===== config.mk =====
export PLATFORM = sky130hd
export DESIGN_NAME = pfd_lock_top
export DESIGN_NICKNAME = d
export VERILOG_FILES = /design/src/rtl/pfd_lock_pkg.sv /design/src/rtl/pfd_lock_edge.sv /design/src/rtl/pfd_lock_core.sv /design/src/rtl/pfd_lock_filter.sv /design/src/rtl/pfd_lock_top.sv
export SDC_FILE = /design/constraint.sdc
export NUM_CORES = 1
export LEC_CHECK = 0
export ABC_AREA = 1
export BUFFER_PORTS_ARGS = -buffer_cell sky130_fd_sc_hd__buf_2
export CORE_MARGIN = 1
export CORE_UTILIZATION = 51
export DETAILED_ROUTE_END_ITERATION = 8
export GPL_TIMING_DRIVEN = 0
export PLACE_DENSITY = 0.79
export SLEW_MARGIN = 20
export SYNTH_ARGS = -nofsm -noshare
export SYNTH_HDL_FRONTEND = slang
export SYNTH_HIERARCHICAL = 1
export SYNTH_SLANG_ARGS = --single-unit

===== constraint.sdc =====
create_clock -name clk -period 4.05 [get_ports clk]
set_input_delay 0.405 -clock clk [delete_from_list [all_inputs] [get_ports clk]]
set_output_delay 0.405 -clock clk [all_outputs]
set_load 0.005 [all_outputs]

===== src/rtl/pfd_lock_pkg.sv =====
package pfd_lock_pkg;

  typedef struct packed {
    logic up;
    logic dn;
  } pfd_flags_t;

  // Saturating increment used by the lock counter.
  function automatic logic [31:0] sat_inc(input logic [31:0] value,
                                          input logic [31:0] limit);
    return (value >= limit) ? limit : value + 32'd1;
  endfunction

  // Lock is reached once the clean-comparison count meets the threshold.
  function automatic logic lock_reached(input logic [31:0] count,
                                        input logic [31:0] thresh);
    return count >= thresh;
  endfunction

  // Flag update: a set pair clears; otherwise each flag latches its edge.
  function automatic pfd_flags_t flags_next(input pfd_flags_t cur,
                                            input logic ref_rise,
                                            input logic fb_rise);
    pfd_flags_t nx;
    if (cur.up && cur.dn) begin
      nx = '0;
    end else begin
      nx.up = cur.up | ref_rise;
      nx.dn = cur.dn | fb_rise;
    end
    return nx;
  endfunction

endpackage


===== src/rtl/pfd_lock_edge.sv =====
module pfd_lock_edge #(
  parameter int STAGES = 2
) (
  input  logic clk,
  input  logic rst_n,
  input  logic din,
  output logic rise
);
  // sh[STAGES-1] is the synchronized level, sh[STAGES] its previous value.
  logic [STAGES:0] sh;

  always_ff @(posedge clk or negedge rst_n) begin
    if (!rst_n) sh <= '0;
    else        sh <= {sh[STAGES-1:0], din};
  end

  assign rise = sh[STAGES-1] & ~sh[STAGES];

  // one input transition yields a single-sample event
  p_rise_isolated_r2: assert property (@(posedge clk) disable iff (!rst_n)
    rise |=> !rise);
endmodule


===== src/rtl/pfd_lock_core.sv =====
module pfd_lock_core
  import pfd_lock_pkg::*;
(
  input  logic clk,
  input  logic rst_n,
  input  logic ref_rise,
  input  logic fb_rise,
  output logic up_q,
  output logic dn_q,
  output logic both_set
);
  pfd_flags_t st, st_nx;

  always_comb st_nx = flags_next(st, ref_rise, fb_rise);

  always_ff @(posedge clk or negedge rst_n) begin
    if (!rst_n) st <= '0;
    else        st <= st_nx;
  end

  assign up_q     = st.up;
  assign dn_q     = st.dn;
  assign both_set = st.up & st.dn;

  p_up_follows_ref_r3: assert property (@(posedge clk) disable iff (!rst_n)
    (ref_rise && !both_set) |=> up_q);
  p_dn_follows_fb_r4: assert property (@(posedge clk) disable iff (!rst_n)
    (fb_rise && !both_set) |=> dn_q);
  p_overlap_one_r5: assert property (@(posedge clk) disable iff (!rst_n)
    both_set |=> (!up_q && !dn_q));
endmodule


===== src/rtl/pfd_lock_filter.sv =====
module pfd_lock_filter
  import pfd_lock_pkg::*;
#(
  parameter int CNT_W = 8
) (
  input  logic             clk,
  input  logic             rst_n,
  input  logic             lock_raw,
  input  logic             both_set,
  input  logic [CNT_W-1:0] thresh,
  output logic             lock_o
);
  localparam logic [31:0] CNT_LIMIT = 32'((64'd1 << CNT_W) - 64'd1);

  logic             raw_prev;
  logic [CNT_W-1:0] cnt, cnt_nx;
  logic             wide, clean_evt;

  assign wide      = lock_raw & raw_prev;
  assign clean_evt = both_set & ~raw_prev;
  assign cnt_nx    = CNT_W'(sat_inc(32'(cnt), CNT_LIMIT));

  always_ff @(posedge clk or negedge rst_n) begin
    if (!rst_n) begin
      raw_prev <= 1'b0;
      cnt      <= '0;
      lock_o   <= 1'b0;
    end else begin
      raw_prev <= lock_raw;
      if (wide) begin
        cnt    <= '0;
        lock_o <= 1'b0;
      end else if (clean_evt) begin
        cnt <= cnt_nx;
        if (lock_reached(32'(cnt_nx), 32'(thresh))) lock_o <= 1'b1;
      end
    end
  end

  p_drop_on_wide_r10: assert property (@(posedge clk) disable iff (!rst_n)
    wide |=> !lock_o);
  p_lock_needs_clean_r9: assert property (@(posedge clk) disable iff (!rst_n)
    $rose(lock_o) |-> $past(both_set));
endmodule


===== src/rtl/pfd_lock_top.sv =====
module pfd_lock_top #(
  parameter int SYNC_STAGES = 2,
  parameter int CNT_W       = 8
) (
  input  logic             clk,
  input  logic             rst_n,
  input  logic             ref_in,
  input  logic             fb_in,
  input  logic [CNT_W-1:0] lock_thresh,
  output logic             up_n,
  output logic             dn_n,
  output logic             lock_raw,
  output logic             lock_o
);
  localparam int NCH = 2;

  logic [NCH-1:0] in_vec, rise_vec;
  logic           up_q, dn_q, both_set;

  assign in_vec = {fb_in, ref_in};

  for (genvar ch = 0; ch < NCH; ch++) begin : g_edge
    pfd_lock_edge #(.STAGES(SYNC_STAGES)) u_edge (
      .clk  (clk),
      .rst_n(rst_n),
      .din  (in_vec[ch]),
      .rise (rise_vec[ch])
    );
  end

  pfd_lock_core u_core (
    .clk     (clk),
    .rst_n   (rst_n),
    .ref_rise(rise_vec[0]),
    .fb_rise (rise_vec[1]),
    .up_q    (up_q),
    .dn_q    (dn_q),
    .both_set(both_set)
  );

  assign up_n     = ~up_q;
  assign dn_n     = ~dn_q;
  assign lock_raw = ~(up_n & dn_n);

  pfd_lock_filter #(.CNT_W(CNT_W)) u_filter (
    .clk     (clk),
    .rst_n   (rst_n),
    .lock_raw(lock_raw),
    .both_set(both_set),
    .thresh  (lock_thresh),
    .lock_o  (lock_o)
  );

  // a sample with both pulses low is followed by both idle
  p_pair_release_r5: assert property (@(posedge clk) disable iff (!rst_n)
    (!up_n && !dn_n) |=> (up_n && dn_n));
endmodule


Word-level counts from Yosys, hierarchy flattened
Cells that the tools add are included.
{"block": "classes", "n_addsub": 1, "n_reduce_logical": 4, "n_lt_le_gt_ge": 2, "n_bitwise": 14, "muxes": 7}
{"operator": "2-to-1 mux 8 bit", "count": 3}
{"operator": "adder 8 x 1 -> 8 bit (second input constant)", "count": 1}
{"operator": ">= comparator 8 bit", "count": 1}
{"operator": ">= comparator 8 bit (second input constant)", "count": 1}
{"operator": "bitwise AND 1 bit", "count": 6}
{"operator": "NOT 1 bit", "count": 6}
{"operator": "nonzero test 2 bit", "count": 2}
{"operator": "2-to-1 mux 1 bit", "count": 3}
{"operator": "2-to-1 mux 2 bit", "count": 1}
{"operator": "bitwise OR 1 bit", "count": 2}
{"operator": "AND reduction 2 bit", "count": 1}
{"operator": "logical AND 1 bit", "count": 1}
{"block": "totals", "out_inout_bits": 4, "in_bits": 12, "ff_bits": 18}

Depth between registers and ports, before layout
Gate-level depths: netlist of the first run.
{"block": "depth", "ltp_word": 6, "ltp_mapped": 16, "ltp_nobuf": 16}

Cells and area by module
The synthesis of the first run kept the hierarchy.
{"mod": "pfd_lock_filter", "area_each_um2": 793.3, "n_inst": 1, "seq_area_each_um2": 250.2, "cells_each": 110}
{"mod": "pfd_lock_edge", "area_each_um2": 85.1, "n_inst": 2, "seq_area_each_um2": 75.1, "cells_each": 5}
{"mod": "pfd_lock_core", "area_each_um2": 87.6, "n_inst": 1, "seq_area_each_um2": 50.0, "cells_each": 12}
{"mod": "pfd_lock_top", "area_each_um2": 13.8, "n_inst": 1, "seq_area_each_um2": 0.0, "cells_each": 3}

Worst setup path before layout of the first run
No wires, ideal clock.
{"block": "synth_timing", "path_type": "reg-to-reg", "start": "register u_filter.cnt[0]", "end": "register u_filter.lock_o", "setup_slack_ns": 2.178, "period_less_slack_ns": 1.872, "stages_incl_launch_ff": 16, "t_arrival_ns": 1.794, "path_buffers": 0, "setup_ns": 0.077, "cell_sequence": "dfrtp_1 > ha_1 > nand2_2 > nor3_4 > nand3_4 > nand2_1 > inv_1 > ha_1 > nand2_1 > nor2_1 > nor2_1 > nand2_1 > nand2_1 > nand2_1 > nand2_1 > a21oi_1"}
{"block": "synth_via", "elab_chain_cells": 5, "elab_cells_between_ends": 6, "cone_classes": "add/sub: 1; order compare: 2; mux: 1; reduce/logical: 2"}
{"item": "from (decl)", "line": "pfd_lock_filter.sv:16", "text": "logic [CNT_W-1:0] cnt, cnt_nx;"}
{"item": "from (signal assigned)", "line": "pfd_lock_filter.sv:34", "text": "cnt <= cnt_nx;"}
{"item": "adder 8 x 1 -> 8 bit or >= comparator 8 bit (tied branches)", "line": "pfd_lock_pkg.sv:11", "text": "return (value >= limit) ? limit : value + 32'd1;"}
{"item": "2-to-1 mux 8 bit *", "line": "pfd_lock_pkg.sv:11"}
{"item": ">= comparator 8 bit *", "line": "pfd_lock_pkg.sv:17", "text": "return count >= thresh;"}
{"item": "nonzero test 2 bit (no source line) *"}
{"item": "AND reduction 2 bit (no source line) *"}
{"item": "to (signal assigned)", "line": "pfd_lock_filter.sv:27", "text": "lock_o <= 1'b0;"}
{"item": "to (signal assigned)", "line": "pfd_lock_filter.sv:32", "text": "lock_o <= 1'b0;"}
{"item": "to (signal assigned)", "line": "pfd_lock_filter.sv:35", "text": "if (lock_reached(32'(cnt_nx), 32'(thresh))) lock_o <= 1'b1;"}
{"item": "to (decl)", "line": "pfd_lock_filter.sv:11", "text": "output logic lock_o"}
Every way passes the cells marked *; elsewhere a longest branch is shown, timed or not.
A chain may end at the register's enable or synchronous reset.

Worst setup path after layout of the first run
Ends and elaborated chain as after synthesis.

==> reports/metrics.yaml, run 1 <==
run_status:
  status: "finished clean"
global_routing:
  first_global_vias: 795
  grt_overflow: 0
  grt_max_degree: 19
  grt_usage: 0.197
  grt_pass1_wl_um: 3090
  antenna_found_initial: 0
sta:
  period_minus_slack_ps: 2160
  clock_skew_ps: 5.48
  rsz0062_at_grt: "no"
  max-slew-margin-rel: 0.682
  final_max_slew_viol_count: 0
  finalWorstSetupSlack_ps: 1890
  finalSetupViolCount: 0
  fmax_mhz: 464
  hold_ws_ps: 21.5
  period_share: 0.532
  tightestPinTransition_ps: 475
  setup_tns_ps: 0
  hold_viol_final: 0
clock_network:
  tritoncts: "built"
  htree_levels: 1
  clk_pin_slew_ps: 100
  cts_setup_buffers: 0
  cts_buffers: 3
  root_buffer: "clkbuf_4"
  clk_path_buf_depth: 2
  cts-resized-gates: 0
  hold_buffers: 0
  clkLatencyLatePin_ps: 290
  cts.sinks: 18
critical_path:
  critPathMaxFanout: 7
  cp.required_ps: 4270
  start_kind: "register"
  cp_cell_sequence: "ha_1, nand2_2, nor3_4, nand3_4, nand2_1, inv_1, ha_1, nand2_1, nor2_1, nor2_1, nand2_1, nand2_1, nand2_1, nand2_1, a21oi_1"
  worstSetupEndpointType: "register"
  criticalPathCategory: "reg -> reg"
  crit_top_cell: "nand2_1"
  cp.arrival_ps: 2370
  crit_buf_inv: 1
  worst_path_max_delay_cell: "dfrtp_1"
  cp_top_family: "simple AND/OR/NAND/NOR gates"
  slowest_delay_ps: 400
logic_synthesis:
  postSynthCellCount: 135
  avgSynthCellArea_um2: 7.89
  yosysWarnings: 6
  ys_seq_elements: 18
  syn_area_um2: 1060
  ys_seq_area_frac: 0.423
  syn_nets: 156
  synthDistinctLibCells: 20
detailed_routing:
  drc: 0
  firstDrtPassIters: 4
  via_count: 837
  drtIter0Drc: 9
  drtAntennaViolNets: 0
  vias_per_cell: 4.62
  wirelength_um: 1840
  avgRoutedWirePerCell_um: 10.2
power_and_ir_drop:
  cellLeakagePower_nw: 0.748
  cellPowerDensity_nw_per_um2: 397
  ir_drop_mv: 0.272
cells_and_area:
  final_common_cell: "nand2_1"
  fillers: 193
  final_util: 0.617
  regArea_um2: 450
  layout.cells.non_filler: 181
  syn2layout_area_growth_pct: 13.6
  multi_input_comb_area_um2: 509
  final_nets: 176
  num_antenna_cells: 0
  final_cell_mix: "nand2_1, inv_1, dfrtp_1, buf_2, ha_1"
  drive_gt1_frac: 0.221
floorplanning:
  core_um2: 1960
  die_h_um: 47.7
  die_x_um: 47.7
  start_util: 0.543
  rows: 16
  dieArea_um2: 2270
  pin_count: 16
placed_design:
  gp_congestion: 0.785
  hpwl_um: 1440
  place_ws_ps: 1890
  dp.cells: 177
  io_buffers: 15
min_path:
  worstHoldPathType: "in -> async"
job:
  maxCapViolCount: 0
[synth_stat cells (all sizes together)]
library cell / n / share of area
a21oi: 3 / 0.014
dfrtp: 18 / 0.42
ha: 9 / 0.11
inv: 28 / 0.099
nand2: 50 / 0.18
nand3: 7 / 0.059
nand4: 2 / 0.012
nor2: 9 / 0.039
nor3: 1 / 0.015
o21a: 2 / 0.014
o21ai: 4 / 0.022
or2: 1 / 0.0059
xor2: 1 / 0.0082
[worst register-to-register path, stage by stage, from the launching register on]
cell	delay, ps
dfrtp_1	400
ha_1	200
nand2_2	90
nor3_4	260
nand3_4	180
nand2_1	120
inv_1	50
ha_1	260
nand2_1	50
nor2_1	80
nor2_1	40
nand2_1	60
nand2_1	50
nand2_1	70
nand2_1	50
a21oi_1	150
[metrics by stage]
step	area (um2)	power, mW
2_1_floorplan	1060	0.327
3_3_place_gp	1170	0.366
3_5_place_dp	1170	0.376
4_1_cts	1210	0.488
5_1_grt	1210	0.528
6_report	1210	0.480
[registers in the layout, indices dropped and copies added, names as in the netlist]
name               flops
u_core/dn_q            1
u_filter/lock_o        1
u_filter/raw_prev      1
u_core/up_q            1
g_edge.u_edge/sh       6
u_filter/cnt           8
[layout make-up]
type / instances / share of cell area
inverters: 28 / 0.0869
well taps: 27 / 0.0279
multi-input cells: 89 / 0.421
repair buffers: 15 / 0.0620
flip-flops and latches: 18 / 0.372
clock buffers: 4 / 0.0300
[power by group]
part	switching, mW	leakage [nW]	internal, mW
Combinational	0.0943	0.496	0.0540
Clock	0.0529	0.0210	0.0547
Sequential	0.0216	0.231	0.203
[cells by family (layout without fill, tap and decap cells)]
logic type | after synthesis | count (layout) | synth area share
fa+ha+maj | 9 | 9 | 0.106
flops | 18 | 18 | 0.423
buf+inv | 28 | 47 | 0.0987
xor+xnor | 1 | 1 | 0.00823
compound gates | 9 | 9 | 0.0505
simple gates | 70 | 70 | 0.314
[per-layer routing]
| metal | up-vias | GRT usage | wire (um) |
|---|---|---|---|
| li1 | 450 | - | - |
| met1 | 375 | 0.228 | 863 |
| met2 | 10 | 0.346 | 919 |
| met3 | 2 | 0.0642 | 53 |
| met4 | 0 | 0.0556 | 8 |
| met5 | - | 0 | 0 |
[final timing paths]
path                                        start                      to  slack [ps]  depth (start not counted)
min reg2reg                g_edge[1].u_edge/sh[0]  g_edge[1].u_edge/sh[1]         360                          0
min in group clk                            fb_in  g_edge[1].u_edge/sh[0]         220                          1
max                               u_filter/cnt[0]         u_filter/lock_o        1890                         15
max reg2reg                       u_filter/cnt[0]         u_filter/lock_o        1890                         15
min                                         rst_n         u_filter/cnt[7]          20                          1
max in group asynchronous                   rst_n  g_edge[1].u_edge/sh[1]        3740                          1
No activity file was read; power rests on OpenSTA's default activity.
==> inputs of run 2 (changes only) <==
--- a/config.mk
+++ b/config.mk
@@ -5,7 +5,7 @@
 export SDC_FILE = /design/constraint.sdc
 export NUM_CORES = 1
 export LEC_CHECK = 0
-export ABC_AREA = 1
+export ABC_AREA = 0
 export BUFFER_PORTS_ARGS = -buffer_cell sky130_fd_sc_hd__buf_2
 export CORE_MARGIN = 1
 export CORE_UTILIZATION = 51
==> constraint.sdc (replaced) <==
create_clock -name clk -period 2.2 [get_ports clk]
set_input_delay 0.22 -clock clk [delete_from_list [all_inputs] [get_ports clk]]
set_output_delay 0.22 -clock clk [all_outputs]
set_load 0.005 [all_outputs]
==> run 2 against run 1 <==
Net effect: synthesized area is 0.24% higher; highest routed layer unchanged; clock power is 86% higher; combinational power grew to 2.8 times the previous value; largest power group unchanged; largest cell class unchanged; setup slack worse by 1900 ps; core utilization is 7.1 points higher; critical path type unchanged.
==> reports/metrics.yaml, run 2 <==
logic_synthesis:
  ys_top_cells_by_count: "dfrtp_1, inv_1, ha_1"
  synth_top_area_cell: "dfrtp_1"
  avgSynthCellArea_um2: 9.88  # +25%
  yosys_most_used_dff: "dfrtp_1"
  yosysWarnings: 6  # unchanged
  synth-async-reset-ratio: 1.00  # unchanged
  syn_nets: 129  # -17%
  syn_area_um2: 1070  # +0.24%
  yosysMostFrequentCell: "dfrtp_1"
  synth_edf_count: 0  # unchanged
  ys_seq_area_frac: 0.422  # -0.000992
  synthDistinctLibCells: 38  # +90%
  ys_seq_elements: 18  # unchanged
  postSynthCellCount: 108  # -20%
  synth_area_leaders: "dfrtp_1, ha_1, a21oi_1"
  synth_top_area_frac: 0.422  # -0.000992
cells_and_area:
  reg.largest.list: "u_filter/cnt: 8 flops, g_edge.u_edge/sh: 6 flops"
  drive_gt1_frac: 0.358  # +0.137
  max_flop_register: "u_filter/cnt"
  syn2layout_area_growth_pct: 26.4
  final_util: 0.688  # +0.0708
  num_antenna_cells: 0  # unchanged
  largest_reg_flops: 8  # unchanged
  final_nets: 156  # -11%
  final_cell_mix: "dfrtp_1, buf_2, inv_1, a21oi_1, ha_1"
  fin_area_um2: 1350  # +11%
placed_design:
  place_ws_ps: -185  # -2070 ps
  hpwl_um: 1590  # +10%
  placed_cell_area_um2: 1190  # +1.6%
  io_buffers: 15  # unchanged
  gp_congestion: 0.845  # +7.7%
detailed_routing:
  route.met3.wl_um: 91  # +72%
  vias_per_cell: 5.61  # +21%
  met1_length_um: 1060  # +23%
  top_layer_used: "met4"
  drtIter0Drc: 32  # +23
  via_count: 904  # +8.0%
  firstDrtPassIters: 4  # unchanged
  drtAntennaViolNets: 0  # unchanged
  drc: 0  # unchanged
  route.met2.wl_um: 1210  # +32%
  wirelength_um: 2390  # +30%
  avgRoutedWirePerCell_um: 14.9  # +46%
clock_network:
  cts.sinks: 18  # unchanged
  clk_pin_slew_ps: 100  # about the same
  tritoncts: "built"
  htree_levels: 1  # unchanged
  clk_path_buf_depth: 2  # unchanged
  root_buffer: "clkbuf_4"
  cts_buffers: 3  # unchanged
  clkLatencyLatePin_ps: 290  # about the same
critical_path:
  start_kind: "register"
  cp.arrival_ps: 2360  # about the same
  criticalPathCategory: "reg -> reg"
  worstSetupEndpointType: "register"
  critPathMaxFanout: 4  # -3
  cp.required_ps: 2380  # -1890 ps
  r2r_slack_ps: 20  # -1870 ps
sta:
  finalSetupViolCount: 0  # unchanged
  max-slew-margin-rel: 0.700  # +0.0177
  hold_viol_final: 0  # unchanged
  fmax_mhz: 459  # -0.99%
  tightestPinTransition_ps: 450  # -24.7 ps
  finalWorstSetupSlack_ps: 22.6  # -1870 ps
  clock_skew_ps: 1.49  # -3.99 ps
  period_minus_slack_ps: 2180  # +21.5 ps
  period_share: 0.990  # +0.457
  hold_ws_ps: 28.3  # +6.74 ps
  rsz0062_at_grt: "yes"
  final_max_slew_viol_count: 0  # unchanged
power_and_ir_drop:
  total_power_mw: 1.04  # +120%
  power_frac_seq: 0.411  # -0.056
  internal-power_mw: 0.687  # +120%
  cellLeakagePower_nw: 0.654  # -13%
  p_clk_frac: 0.194  # -0.030
  cellPowerDensity_nw_per_um2: 767  # +93%
  p_comb_frac: 0.395  # +0.086
  p_sw_frac: 0.337  # -0.0148
  ir_drop_mv: 0.433  # +59%
  power_switching_mw: 0.348  # +110%
floorplanning:
  core_um2: 1960  # unchanged
  die_x_um: 47.7  # +0.12%
  rows: 16  # unchanged
  dieArea_um2: 2280  # +0.23%
  start_util: 0.544  # +0.00128
  die_h_um: 47.7  # +0.12%
  pin_count: 16  # unchanged
min_path:
  worstHoldPathType: "in -> reg"
global_routing:
  grt_overflow: 0  # unchanged
  antenna_found_initial: 0  # unchanged
  first_global_vias: 791  # -0.50%
  grt_usage: 0.224  # +0.0277
  grt_pass1_wl_um: 3420  # +10%
  grt_max_degree: 19  # unchanged
job:
  maxCapViolCount: 0  # unchanged
run_status:
  status: "finished clean"
[run 2: worst paths after layout]
path                                             start                      to  depth (start not counted)
min in group asynchronous                        rst_n       u_filter/raw_prev                          2
worst min-delay path                             fb_in  g_edge[1].u_edge/sh[0]                          1
max in group asynchronous                        rst_n         u_filter/cnt[4]                          2
worst min register to register  g_edge[0].u_edge/sh[0]  g_edge[0].u_edge/sh[1]                          0
worst max register to register         u_filter/cnt[1]         u_filter/lock_o                          9
worst max-delay path                   u_filter/cnt[1]         u_filter/lock_o                          9
[run 2: cells by family (layout without fill, tap and decap cells)]
family / Yosys count / after routing / share of synthesized area
AO/OA/AOI/OAI: 27 / 27 / 0.182
XOR/XNOR: 1 / 1 / 0.00821
adder cells (fa/ha/maj): 9 / 9 / 0.106
buffers and inverters: 12 / 38 / 0.0422
flip-flops: 18 / 18 / 0.422
multiplexers: 1 / 1 / 0.00938
AND/OR/NAND/NOR: 40 / 40 / 0.231
[run 2: worst max-delay path, stage by stage, from the launching register on]
cell and delay, ps:
dfrtp_1 430, ha_4 180, and3_4 200, nand2_4 70, and2_4 160, ha_4 190, nand2b_4 140, a2111oi_4 360
nor3_2 70, o31a_1 280
[run 2: timing repair]
action,4_1_cts,5_1_grt
hold buffers,1,0
pin swaps,3,6
endpoints found under the setup margin,1,1
resized for setup,6,6
endpoints found under the hold margin,18,0
buffers inserted,4,2
gates cloned,0,0
[run 2: routing by layer]
metal | up-vias | GRT usage
met3 | 4 | 0.0528
li1 | 442 | -
met4 | 0 | 0.0722
met1 | 438 | 0.266
met5 | - | 0
met2 | 20 | 0.397
[run 2: per-stage QoR]
step                setup TNS (ps)  cells
finish                           0    161
detailed placement            -185    150
global route                 -34.6    161
global placement              -130    150
floorplan                        0    108
CTS                              0    159
[run 2: cell type report]
class                   instances  area (um2)
plain buffers                   2        7.51
clock buffers                   4        36.3
fillers                       164         613
inverters                      10        37.5
multi-input cells              78         649
flip-flops and latches         18         454
well taps                      27        33.8
repair buffers                 22         130
[run 2: power groups by stage]
stage	Clock (mW)	Combinational (mW)	Sequential [mW]
finish	0.201	0.409	0.425
detailed placement	0	0.297	0.437
floorplan	0	0.211	0.422
global placement	0	0.285	0.432
global route	0.225	0.457	0.432
CTS	0.210	0.343	0.427
